[config.mk]
export PLATFORM = sky130hd
export DESIGN_NAME = tmr_chan_front
export DESIGN_NICKNAME = d
export VERILOG_FILES = /design/src/rtl/tmr_pkg.sv /design/src/rtl/tmr_ext_sync.sv /design/src/rtl/tmr_clk_gate.sv /design/src/rtl/tmr_trig_ctl.sv /design/src/rtl/tmr_count.sv /design/src/rtl/tmr_chan_front.sv
export SDC_FILE = /design/constraint.sdc
export NUM_CORES = 1
export LEC_CHECK = 0
export BUFFER_PORTS_ARGS = -buffer_cell sky130_fd_sc_hd__buf_2
export CAP_MARGIN = 0
export CORE_ASPECT_RATIO = 0.5
export CORE_MARGIN = 2
export CORE_UTILIZATION = 23
export CTS_BUF_LIST = sky130_fd_sc_hd__clkbuf_8
export CTS_CLUSTER_DIAMETER = 80
export DETAILED_ROUTE_END_ITERATION = 10
export GPL_ROUTABILITY_DRIVEN = 0
export SKIP_LAST_GASP = 1
export SLEW_MARGIN = 15
export SYNTH_ARGS = -nofsm -noshare
export SYNTH_HDL_FRONTEND = slang
export SYNTH_SLANG_ARGS = --single-unit
[constraint.sdc]
create_clock -name clk -period 3.35 [get_ports clk]
set_input_delay 0.335 -clock clk [delete_from_list [all_inputs] [get_ports clk]]
set_output_delay 0.335 -clock clk [all_outputs]
set_load 0.005 [all_outputs]
[src/rtl/tmr_pkg.sv]
package tmr_pkg;
  typedef enum logic [2:0] {
    SRC_A  = 3'd0,
    SRC_B  = 3'd1,
    SRC_X0 = 3'd2,
    SRC_X1 = 3'd3,
    SRC_X2 = 3'd4
  } src_e;

  localparam int SRC_N = 5;

  // capture mode chooses between the two channel lines; waveform mode adds the extra lines
  function automatic src_e pick_src(input logic wave, input logic [1:0] sel);
    src_e r;
    if (!wave) begin
      r = sel[0] ? SRC_B : SRC_A;
    end else begin
      case (sel)
        2'd0:    r = SRC_B;
        2'd1:    r = SRC_X0;
        2'd2:    r = SRC_X1;
        default: r = SRC_X2;
      endcase
    end
    return r;
  endfunction
endpackage

[src/rtl/tmr_ext_sync.sv]
module tmr_ext_sync #(
  parameter int STAGES = 2
) (
  input  logic       clk,
  input  logic       rst,
  input  logic       wave,
  input  logic [1:0] sel,
  input  logic       en,
  input  logic       line_a,
  input  logic       line_b,
  input  logic [2:0] xc,
  output logic       ext_req
);
  import tmr_pkg::*;

  logic [SRC_N-1:0] srcs;
  logic             picked;
  logic [STAGES-1:0] chain;
  logic             last_q;

  assign srcs   = {xc, line_b, line_a};
  assign picked = srcs[pick_src(wave, sel)];

  genvar g;
  generate
    for (g = 0; g < STAGES; g++) begin : g_sync
      if (g == 0) begin : g_first
        always_ff @(posedge clk) begin
          if (rst) chain[0] <= 1'b0;
          else     chain[0] <= picked;
        end
      end else begin : g_next
        always_ff @(posedge clk) begin
          if (rst) chain[g] <= 1'b0;
          else     chain[g] <= chain[g-1];
        end
      end
    end
  endgenerate

  always_ff @(posedge clk) begin
    if (rst) last_q <= 1'b0;
    else     last_q <= chain[STAGES-1];
  end

  assign ext_req = en && chain[STAGES-1] && !last_q;
endmodule

[src/rtl/tmr_clk_gate.sv]
module tmr_clk_gate (
  input  logic clk,
  input  logic rst,
  input  logic cmd_en,
  input  logic cmd_dis,
  input  logic dis_evt,
  input  logic stop_evt,
  input  logic fire,
  output logic run_q,
  output logic halt_q
);
  always_ff @(posedge clk) begin
    if (rst) begin
      run_q  <= 1'b0;
      halt_q <= 1'b0;
    end else begin
      // disable has priority over enable
      if (cmd_dis || dis_evt) run_q <= 1'b0;
      else if (cmd_en)        run_q <= 1'b1;
      if (stop_evt)  halt_q <= 1'b1;
      else if (fire) halt_q <= 1'b0;
    end
  end
endmodule

[src/rtl/tmr_trig_ctl.sv]
module tmr_trig_ctl #(
  parameter int CNT_W = 16
) (
  input  logic             clk,
  input  logic             rst,
  input  logic             req_now,
  input  logic             cmp_en,
  input  logic [CNT_W-1:0] cnt,
  input  logic [CNT_W-1:0] rc,
  input  logic             tick,
  input  logic             run,
  output logic             fire
);
  logic pend_q;
  logic cmp_hit;

  assign cmp_hit = cmp_en && (cnt == rc);
  // a request raised in the tick's own cycle is merged into that tick
  assign fire    = tick && run && (pend_q || req_now || cmp_hit);

  always_ff @(posedge clk) begin
    if (rst)          pend_q <= 1'b0;
    else if (fire)    pend_q <= 1'b0;
    else if (req_now) pend_q <= 1'b1;
  end
endmodule

[src/rtl/tmr_count.sv]
module tmr_count #(
  parameter int CNT_W = 16
) (
  input  logic             clk,
  input  logic             rst,
  input  logic             fire,
  input  logic             adv,
  output logic [CNT_W-1:0] cnt_q
);
  localparam logic [CNT_W-1:0] ONE = {{(CNT_W-1){1'b0}}, 1'b1};

  always_ff @(posedge clk) begin
    if (rst || fire) cnt_q <= '0;
    else if (adv)    cnt_q <= cnt_q + ONE;
  end
endmodule

[src/rtl/tmr_chan_front.sv]
module tmr_chan_front #(
  parameter int CNT_W       = 16,
  parameter int SYNC_STAGES = 2
) (
  input  logic             clk,
  input  logic             rst,
  input  logic             mode_wave,
  input  logic [1:0]       ext_sel,
  input  logic             ext_en,
  input  logic             cmp_en,
  input  logic [CNT_W-1:0] rc_val,
  input  logic             cmd_clk_en,
  input  logic             cmd_clk_dis,
  input  logic             cmd_sw_trig,
  input  logic             sync_in,
  input  logic             stop_evt,
  input  logic             dis_evt,
  input  logic             cnt_tick,
  input  logic             line_a_in,
  input  logic             line_b_in,
  input  logic [2:0]       xc_in,
  output logic [CNT_W-1:0] cnt,
  output logic             clk_on,
  output logic             line_a_oe,
  output logic             line_b_oe
);
  logic ext_req, req_now, fire, halt, adv;

  tmr_ext_sync #(.STAGES(SYNC_STAGES)) u_ext (
    .clk(clk), .rst(rst), .wave(mode_wave), .sel(ext_sel), .en(ext_en),
    .line_a(line_a_in), .line_b(line_b_in), .xc(xc_in), .ext_req(ext_req)
  );

  assign req_now = cmd_sw_trig || sync_in || ext_req;

  tmr_trig_ctl #(.CNT_W(CNT_W)) u_trig (
    .clk(clk), .rst(rst), .req_now(req_now), .cmp_en(cmp_en), .cnt(cnt),
    .rc(rc_val), .tick(cnt_tick), .run(clk_on), .fire(fire)
  );

  tmr_clk_gate u_gate (
    .clk(clk), .rst(rst), .cmd_en(cmd_clk_en), .cmd_dis(cmd_clk_dis),
    .dis_evt(dis_evt), .stop_evt(stop_evt), .fire(fire),
    .run_q(clk_on), .halt_q(halt)
  );

  assign adv = cnt_tick && clk_on && !halt;

  tmr_count #(.CNT_W(CNT_W)) u_cnt (
    .clk(clk), .rst(rst), .fire(fire), .adv(adv), .cnt_q(cnt)
  );

  always_ff @(posedge clk) begin
    if (rst) begin
      line_a_oe <= 1'b0;
      line_b_oe <= 1'b0;
    end else begin
      line_a_oe <= mode_wave;
      line_b_oe <= mode_wave && (ext_sel != 2'd0);
    end
  end
endmodule

# Word level (Yosys, flattened, before mapping)
# Index checks and enable logic that the tools add are counted.
classes:
  addsub: 1
  div: 0
  n_reduce_logical: 20
  multipliers: 0
  n_shift: 0
  muxes: 7
  n_lt_le_gt_ge: 1
  eq_ne: 3
  bitwise_logic: 0
op_table:
  columns: ["op", "count"]
  rows:
  - ["16-bit by 1-bit adder with 16-bit output, second input constant", 1]
  - ["16-bit equality test", 1]
  - ["3-bit one-hot mux with 3 select lines", 1]
  - ["1-bit logical AND", 7]
  - ["1-bit logical OR", 6]
  - ["3-bit by 4-bit less-than comparator with 1-bit output, second input constant", 1]
  - ["1-bit two-way mux", 4]
  - ["2-bit nonzero test", 2]
  - ["2-bit OR reduction", 2]
  - ["1-bit binary-select mux with 3-bit select", 1]
  - ["3-bit two-way mux", 1]
  - ["2-bit by 1-bit equality test with 1-bit output, second input constant", 1]
  - ["2-bit equality test, second input constant", 1]
  - ["1-bit zero test", 2]
  - ["2-bit zero test", 1]
totals:
  in_bits: 35
  regBits: 24
  latch_bits: 0
  mem_bits_ro: 0
  mem_count: 0
  out_inout_bits: 19
  ramBits: 0

# Logic depth before layout (Yosys ltp)
# Gate-level depths: netlist of run 1.
logic_depth:
  depth_word: 8
  mapped_depth: 6

# Modules after synthesis
# From an unflattened synthesis of run 1, not the netlist that was laid out.
unflattened:
  cells_unflattened: 147
  hier_area_um2: 1283.7
modules_own_cells:
  columns: ["module", "cells_per_inst", "instances", "area_per_inst_um2"]
  rows:
  - ["tmr_count", 81, 1, 716.9]
  - ["tmr_trig_ctl", 28, 1, 220.2]
  - ["tmr_ext_sync", 24, 1, 207.7]
  - ["tmr_clk_gate", 7, 1, 71.3]
  - ["tmr_chan_front", 7, 1, 67.6]

# Least setup slack after synthesis of run 1
# Ideal clock, no wire load.
synth_timing:
  kind: "reg-to-reg"
  from: "register u_cnt.cnt_q[8]"
  to: "register u_cnt.cnt_q[11]"
  t_required_ns: 3.207
  path_slack_ns: 1.749
  stages_incl_launch_ff: 7
  setup_time_ns: 0.143
  n_path_buf: 1
  t_arrival_ns: 1.458
  cell_sequence: "dfxtp_1 > xor2_1 > nor4_2 > nand4_2 > o21ai_4 > buf_12 > a211oi_2"
synth_between:
  elab_chain_cells: 5
  elab_cells_between_ends: 6
  classes_between: "add/sub: 1; eq/ne: 1; reduce/logical: 4"
synth_rtl:
  columns: ["element", "line_no", "rtl"]
  rows:
  - ["start, declared", "tmr_count.sv:8", "output logic [CNT_W-1:0] cnt_q"]
  - ["start signal, assigned", "tmr_count.sv:14", "else if (adv) cnt_q <= cnt_q + ONE;"]
  - ["branches (longest 5 deep; another with 16-bit by 1-bit adder with 16-bit output)", null, null]
# Parallel ways; which one is timed is not known.
# A chain may end at the register's enable or synchronous reset.

# Worst setup path after layout of run 1
layout_timing:
  from: "register u_cnt.cnt_q[8]"
  to: "register u_cnt.cnt_q[1]"
layout_between:
  elab_chain_cells: 5
layout_rtl:
  columns: ["element", "line_no", "rtl"]
  rows:
  - ["16-bit equality test", "tmr_trig_ctl.sv:17", "assign cmp_hit = cmp_en && (cnt == rc);"]
  - ["1-bit logical AND", "tmr_trig_ctl.sv:17", null]
  - ["1-bit logical OR", "tmr_trig_ctl.sv:19", "assign fire = tick && run && (pend_q || req_now || cmp_hit);"]
  - ["1-bit logical AND", "tmr_trig_ctl.sv:19", null]
  - ["1-bit logical OR", "tmr_count.sv:13", "if (rst || fire) cnt_q <= '0;"]
# Every way passes these cells.

==> results.sh, run 1 <==
export IMPL_max_slew_margin_rel=0.4462
export IMPL_async_flop_share=0
export IMPL_end_kind="flip-flop"
export IMPL_fp_dieW_um=114.2
export IMPL_drtPass1Iterations=4
export IMPL_start_util=0.2337
export IMPL_vdd_drop_max_mv=0.1843
export IMPL_layout_common_cells="buf_2, xor2_1, dfxtp_1"
export IMPL_p_leak_nw=0.7630
export IMPL_synth_area_um2=1398
export IMPL_tns_ps=0
export IMPL_hp_class="input port to flip-flop"
export IMPL_postSynthCellCount=136
export IMPL_fillCellCount=647
export IMPL_hold_path_startpoint="cmd_clk_dis"
export IMPL_fin_crit_ps=2084
export IMPL_layout_drive_gt1_share=0.3989
export IMPL_hold_path_cell_count=2
export IMPL_ys_seq_area_frac=0.3438
export IMPL_setup_viol=0
export IMPL_hold_end="u_gate.run_q"
export IMPL_crit_type="flip-flop to flip-flop"
export IMPL_cts_resized=0
export IMPL_area_delta_synth_final_pct=27.22
export IMPL_htreeDepth=1
export IMPL_cts_root_buf="clkbuf_8"
export IMPL_dieArea_um2=6754
export IMPL_cts_tree="yes"
export IMPL_avgSynthCellArea_um2=10.28
export IMPL_cp_required_ps=3450
export IMPL_finalHoldViolations=0
export IMPL_run_status="completed"
export IMPL_final_setup_worst_slack_ps=1266
export IMPL_grt_overflow_total=0
export IMPL_fin_hold_ws_ps=222.5
export IMPL_drc=0
export IMPL_ios=54
export IMPL_clk_transition_reported_paths_ps=90
export IMPL_timing_rr_start="u_cnt.cnt_q[8]"
export IMPL_hpwl_um=2561
export IMPL_grt_start_max_net_pins=24
export IMPL_rows=20
export IMPL_grt_pass1_wl_um=5492
export IMPL_max_clock_freq_mhz=479.8
export IMPL_yosys_warnings=0
export IMPL_clock_sinks=24
export IMPL_synth_ff_type="dfxtp_1"
export IMPL_ctsHoldBuffers=0
export IMPL_wl_per_cell_um=12.69
export IMPL_synth_edf_count=0
export IMPL_final_common_cell="buf_2"
export IMPL_pre_cts_ws_ps=1286
export IMPL_fin_area_um2=1778
export IMPL_p_per_area_nw_per_um2=313.6
export IMPL_die_height_um=59.12
export IMPL_syn_nets=174
export IMPL_max_cap_violations=0
export IMPL_skew_ps=6.557
export IMPL_clockBufferDepth=2
export IMPL_synth_distinct_cells=37
export IMPL_timing_rr_end="u_cnt.cnt_q[1]"
export IMPL_grt_pass1_vias=1177
export IMPL_worst_slew_pin_slew_ps=830.7
export IMPL_detail_route_antenna_nets=0
export IMPL_cts_buffers=3
export IMPL_cp_start_kind="flip-flop"
export IMPL_vias_per_cell=4.619
export IMPL_routed_wl_um=3364
export IMPL_portBuffers=53
export IMPL_period_share=0.6222
export IMPL_timing_reg2reg_setup_slack_ps=1270
export IMPL_drv_slew=0
export IMPL_core_area_um2=5981
export IMPL_post_dp_cell_area_um2=1723
export IMPL_critPathArrivalTime_ps=2190
export IMPL_antenna_found_initial=0
export IMPL_postCtsSetupBuffers=0
export IMPL_nNetsFinal=227
export IMPL_synth_seq_cells=24
export IMPL_insertion_delay_ps=270
export IMPL_rsz0062_at_grt="false"
export IMPL_reg2reg_depth=5
export IMPL_path_max_fanout=15
export IMPL_track_usage=0.1020
export IMPL_dr_first_iter_drc_count=77
export IMPL_antennaDiodeCount=0
export IMPL_num_vias=1224
[cells in the mapped netlist (all sizes together), types with 2 or more instances]
| cell type | n | area share |
|---|---|---|
| xor2 | 25 | 0.16 |
| dfxtp | 24 | 0.34 |
| a211oi | 15 | 0.12 |
| nand2 | 8 | 0.021 |
| nor2b | 6 | 0.027 |
| nor4 | 5 | 0.047 |
| xnor2 | 5 | 0.031 |
| and3 | 4 | 0.018 |
| nand3 | 4 | 0.014 |
| nand4 | 4 | 0.022 |
| nor2 | 4 | 0.011 |
| and4 | 3 | 0.020 |
| clkbuf | 3 | 0.0081 |
| ha | 3 | 0.027 |
| a21oi | 2 | 0.0072 |
| buf | 2 | 0.018 |
| inv | 2 | 0.0054 |
| nand2b | 2 | 0.0090 |
| nor3 | 2 | 0.0072 |
| o2111ai | 2 | 0.013 |
| o21ai | 2 | 0.015 |
[worst max path at each step]
| stage | startpoint | depth (start not counted) | slack [ps] | endpoint |
|---|---|---|---|---|
| CTS | u_cnt.cnt_q[8] | 5 | 1270 | u_cnt.cnt_q[1] |
| floorplan | u_cnt.cnt_q[8] | 6 | 1750 | u_cnt.cnt_q[11] |
| global placement | rc_val[8] | 6 | 1350 | u_cnt.cnt_q[1] |
| global route | u_cnt.cnt_q[8] | 5 | 1150 | u_cnt.cnt_q[1] |
| detailed placement | rc_val[8] | 6 | 1290 | u_cnt.cnt_q[1] |
| finish | u_cnt.cnt_q[8] | 5 | 1270 | u_cnt.cnt_q[1] |
[stage by stage]
step           total power [W]  utilization  std cells
4_1_cts              0.0005632       0.2973        265
3_5_place_dp         0.0003662       0.2881        261
3_3_place_gp         0.0003639       0.2881        261
5_1_grt              0.0005822       0.2973        265
6_report             0.0005576       0.2973        265
2_1_floorplan        0.0003367            -        136
[final cells by class]
| cell class | count | area [µm²] | share of cell area |
|---|---|---|---|
| Timing Repair Buffer | 53 | 265.3 | 0.1492 |
| Multi-Input combinational cell | 105 | 873.3 | 0.4912 |
| Inverter | 2 | 7.507 | 0.004222 |
| Clock buffer | 4 | 55.05 | 0.03096 |
| Tap cell | 77 | 96.34 | 0.05419 |
| Sequential cell | 24 | 480.5 | 0.2702 |
[registers in the layout, indices dropped and copies added, names as in the netlist]
signal,count
u_gate.halt_q,1
line_a_oe,1
u_trig.pend_q,1
u_ext.chain,2
u_ext.last_q,1
u_cnt.cnt_q,16
u_gate.run_q,1
line_b_oe,1
[routing by layer]
| layer | up-vias | wire length [µm] | GRT usage | share of wire |
|---|---|---|---|---|
| li1 | 604 | - | - | - |
| met1 | 592 | 1542 | 0.1249 | 0.46 |
| met4 | 0 | 27 | 0.02091 | 0.0080 |
| met5 | - | 0 | 0 | 0 |
| met3 | 2 | 154 | 0.02045 | 0.046 |
| met2 | 26 | 1640 | 0.1896 | 0.49 |
[power by group]
group / switching (W) / internal [W]
registers: 0.00000305 / 0.000291
clock network: 0.0000948 / 0.000105
logic: 0.0000337 / 0.0000305
total: 0.000132 / 0.000426
[cell families after synthesis]
group | after synthesis | synth area share
fa+ha+maj | 3 | 0.02686
buf+inv | 7 | 0.03133
flops | 24 | 0.3438
mux | 1 | 0.01611
simple gates | 46 | 0.2202
compound gates | 25 | 0.1737
xor+xnor | 30 | 0.1880
[worst max-delay path, cell delays in order (launching register included)]
cell	delay (ps)
dfxtp_1	480
xor2_1	120
nor4_2	370
nand4_2	240
o21ai_4	520
a221oi_1	180
No activity file was read; power rests on OpenSTA's default activity.
==> run 2: changes to the inputs <==
==> constraint.sdc (replaced) <==
create_clock -name clk -period 2.2 [get_ports clk]
set_input_delay 0.22 -clock clk [delete_from_list [all_inputs] [get_ports clk]]
set_output_delay 0.22 -clock clk [all_outputs]
set_load 0.005 [all_outputs]
==> results.sh, run 2 (synthesis results as in run 1) <==
export IMPL_nNetsFinal=232
export IMPL_num_vias=1210
export IMPL_max_cap_violations=0
export IMPL_dp_cells=266
export IMPL_cts_resized=0
export IMPL_pwr_share_seq=0.526
export IMPL_hold_path_cell_count=2
export IMPL_grt_start_max_net_pins=24
export IMPL_hold_path_startpoint="cmd_clk_dis"
export IMPL_finalHoldViolations=0
export IMPL_cpMaxStageDelayCell="dfxtp_1"
export IMPL_max_stage_delay_ps=480
export IMPL_combPwrFrac=0.121
export IMPL_dr_first_iter_drc_count=47
export IMPL_htreeDepth=1
export IMPL_fin_crit_ps=1794
export IMPL_skew_ps=12.43
export IMPL_clk_transition_reported_paths_ps=90
export IMPL_postCtsSetupBuffers=0
export IMPL_path_max_fanout=8
export IMPL_critPathBufInv=1
export IMPL_hp_class="input port to flip-flop"
export IMPL_track_usage=0.1074
export IMPL_reg2reg_depth=6
export IMPL_worst_slew_pin_slew_ps=528.7
export IMPL_run_status="completed"
export IMPL_period_share=0.8157
export IMPL_drc=0
export IMPL_grt_pass1_vias=1212
export IMPL_die_height_um=59.12
export IMPL_ios=54
export IMPL_p_sw_frac=0.2323
export IMPL_instances_no_fill=270
export IMPL_path_cells="xor2_1 > nor4_4 > nand4_2 > o21ai_4 > buf_4 > a221oi_1"
export IMPL_clockBufferDepth=2
export IMPL_area_delta_synth_final_pct=29.90
export IMPL_p_per_area_nw_per_um2=468.3
export IMPL_grt_overflow_total=0
export IMPL_setup_viol=0
export IMPL_vdd_drop_max_mv=0.2240
export IMPL_cts_buffers=3
export IMPL_grt_pass1_wl_um=5727
export IMPL_layout_drive_gt1_share=0.4145
export IMPL_routed_wl_um=3405
export IMPL_clock_sinks=24
export IMPL_hold_end="u_gate.run_q"
export IMPL_cp_top_family="simple AND/OR/NAND/NOR gates"
export IMPL_max_slew_margin_rel=0.6475
export IMPL_detail_route_antenna_nets=0
export IMPL_drtPass1Iterations=4
export IMPL_vias_per_cell=4.481
export IMPL_dieArea_um2=6754
export IMPL_p_leak_nw=0.7879
export IMPL_top_regs="u_cnt.cnt_q: 16 flops, u_ext.chain: 2 flops"
export IMPL_largest_register_ffs=16
export IMPL_final_common_cell="buf_2"
export IMPL_layout_common_cells="buf_2, xor2_1, dfxtp_1"
export IMPL_insertion_delay_ps=270
export IMPL_timing_reg2reg_setup_slack_ps=410
export IMPL_fin_hold_ws_ps=108.5
export IMPL_hpwl_um=2691
export IMPL_rows=20
export IMPL_p_int_w=0.0006527
export IMPL_tns_ps=0
export IMPL_fp_dieW_um=114.2
export IMPL_cts_root_buf="clkbuf_8"
export IMPL_antennaDiodeCount=0
export IMPL_core_area_um2=5981
export IMPL_wl_per_cell_um=12.61
export IMPL_start_util=0.2337
export IMPL_largest_register="u_cnt.cnt_q"
export IMPL_ctsHoldBuffers=0
export IMPL_antenna_found_initial=0
export IMPL_p_clk_frac=0.352
export IMPL_crit_type="flip-flop to flip-flop"
export IMPL_power_switching_w=0.0001975
export IMPL_timing_rr_end="u_cnt.cnt_q[1]"
export IMPL_rsz0062_at_grt="false"
export IMPL_max_clock_freq_mhz=557.3
export IMPL_cts_tree="yes"
export IMPL_critPathArrivalTime_ps=1910
export IMPL_drv_slew=0
export IMPL_end_kind="flip-flop"
export IMPL_cp_start_kind="flip-flop"
export IMPL_cp_required_ps=2320
export IMPL_portBuffers=53
export IMPL_timing_rr_start="u_cnt.cnt_q[3]"
## run 2: changes by cell type in the layout (fill, tap and decap cells not counted), sizes merged
cell | before | now
buf | 53 | 58
## run 2: power by group through the flow
| stage | Sequential, W | Combinational, W | Clock [W] |
|---|---|---|---|
| finish | 0.000447 | 0.000103 | 0.000300 |
| global route | 0.000449 | 0.000116 | 0.000330 |
| CTS | 0.000448 | 0.000105 | 0.000310 |
| detailed placement | 0.000458 | 0.000105 | 0 |
| global placement | 0.000458 | 0.000102 | 0 |
| floorplan | 0.000457 | 0.0000556 | 0 |
## run 2: worst max-delay path by stage
stage / endpoint / depth (start not counted) / startpoint / slack [ps]
after CTS: u_cnt.cnt_q[1] / 6 / u_cnt.cnt_q[3] / 410
after global placement: u_cnt.cnt_q[1] / 6 / u_cnt.cnt_q[9] / 440
after floorplan: u_cnt.cnt_q[11] / 6 / u_cnt.cnt_q[8] / 600
after detailed placement: u_cnt.cnt_q[1] / 6 / u_cnt.cnt_q[3] / 420
final: u_cnt.cnt_q[1] / 6 / u_cnt.cnt_q[3] / 410
after global routing: u_cnt.cnt_q[1] / 6 / u_cnt.cnt_q[8] / 290
## run 2: metal layers
metal,global-route usage,up-vias,routed length [µm]
met2,0.1837,28,1669
met3,0.02863,2,149
met1,0.1357,565,1557
li1,-,615,-
met4,0.03136,0,28
met5,0,-,0
## run 2: layout make-up
| cell class | instances | area (µm²) |
|---|---|---|
| multi-input cells | 105 | 873.3 |
| repair buffers | 58 | 302.8 |
| flip-flops and latches | 24 | 480.5 |
| well taps | 77 | 96.34 |
| fillers | 636 | 4165 |
| inverters | 2 | 7.507 |
| clock buffers | 4 | 55.05 |
## run 2: stage by stage
stage	worst slack, ps	power, W	util	area, µm²
3_5_place_dp	423.7	0.0005629	0.2944	1760
4_1_cts	407.3	0.0008630	0.3036	1815
6_report	405.5	0.0008502	0.3036	1815
3_3_place_gp	442.7	0.0005602	0.2944	1760
2_1_floorplan	599.5	0.0005127	-	1398
5_1_grt	285.0	0.0008949	0.3036	1815
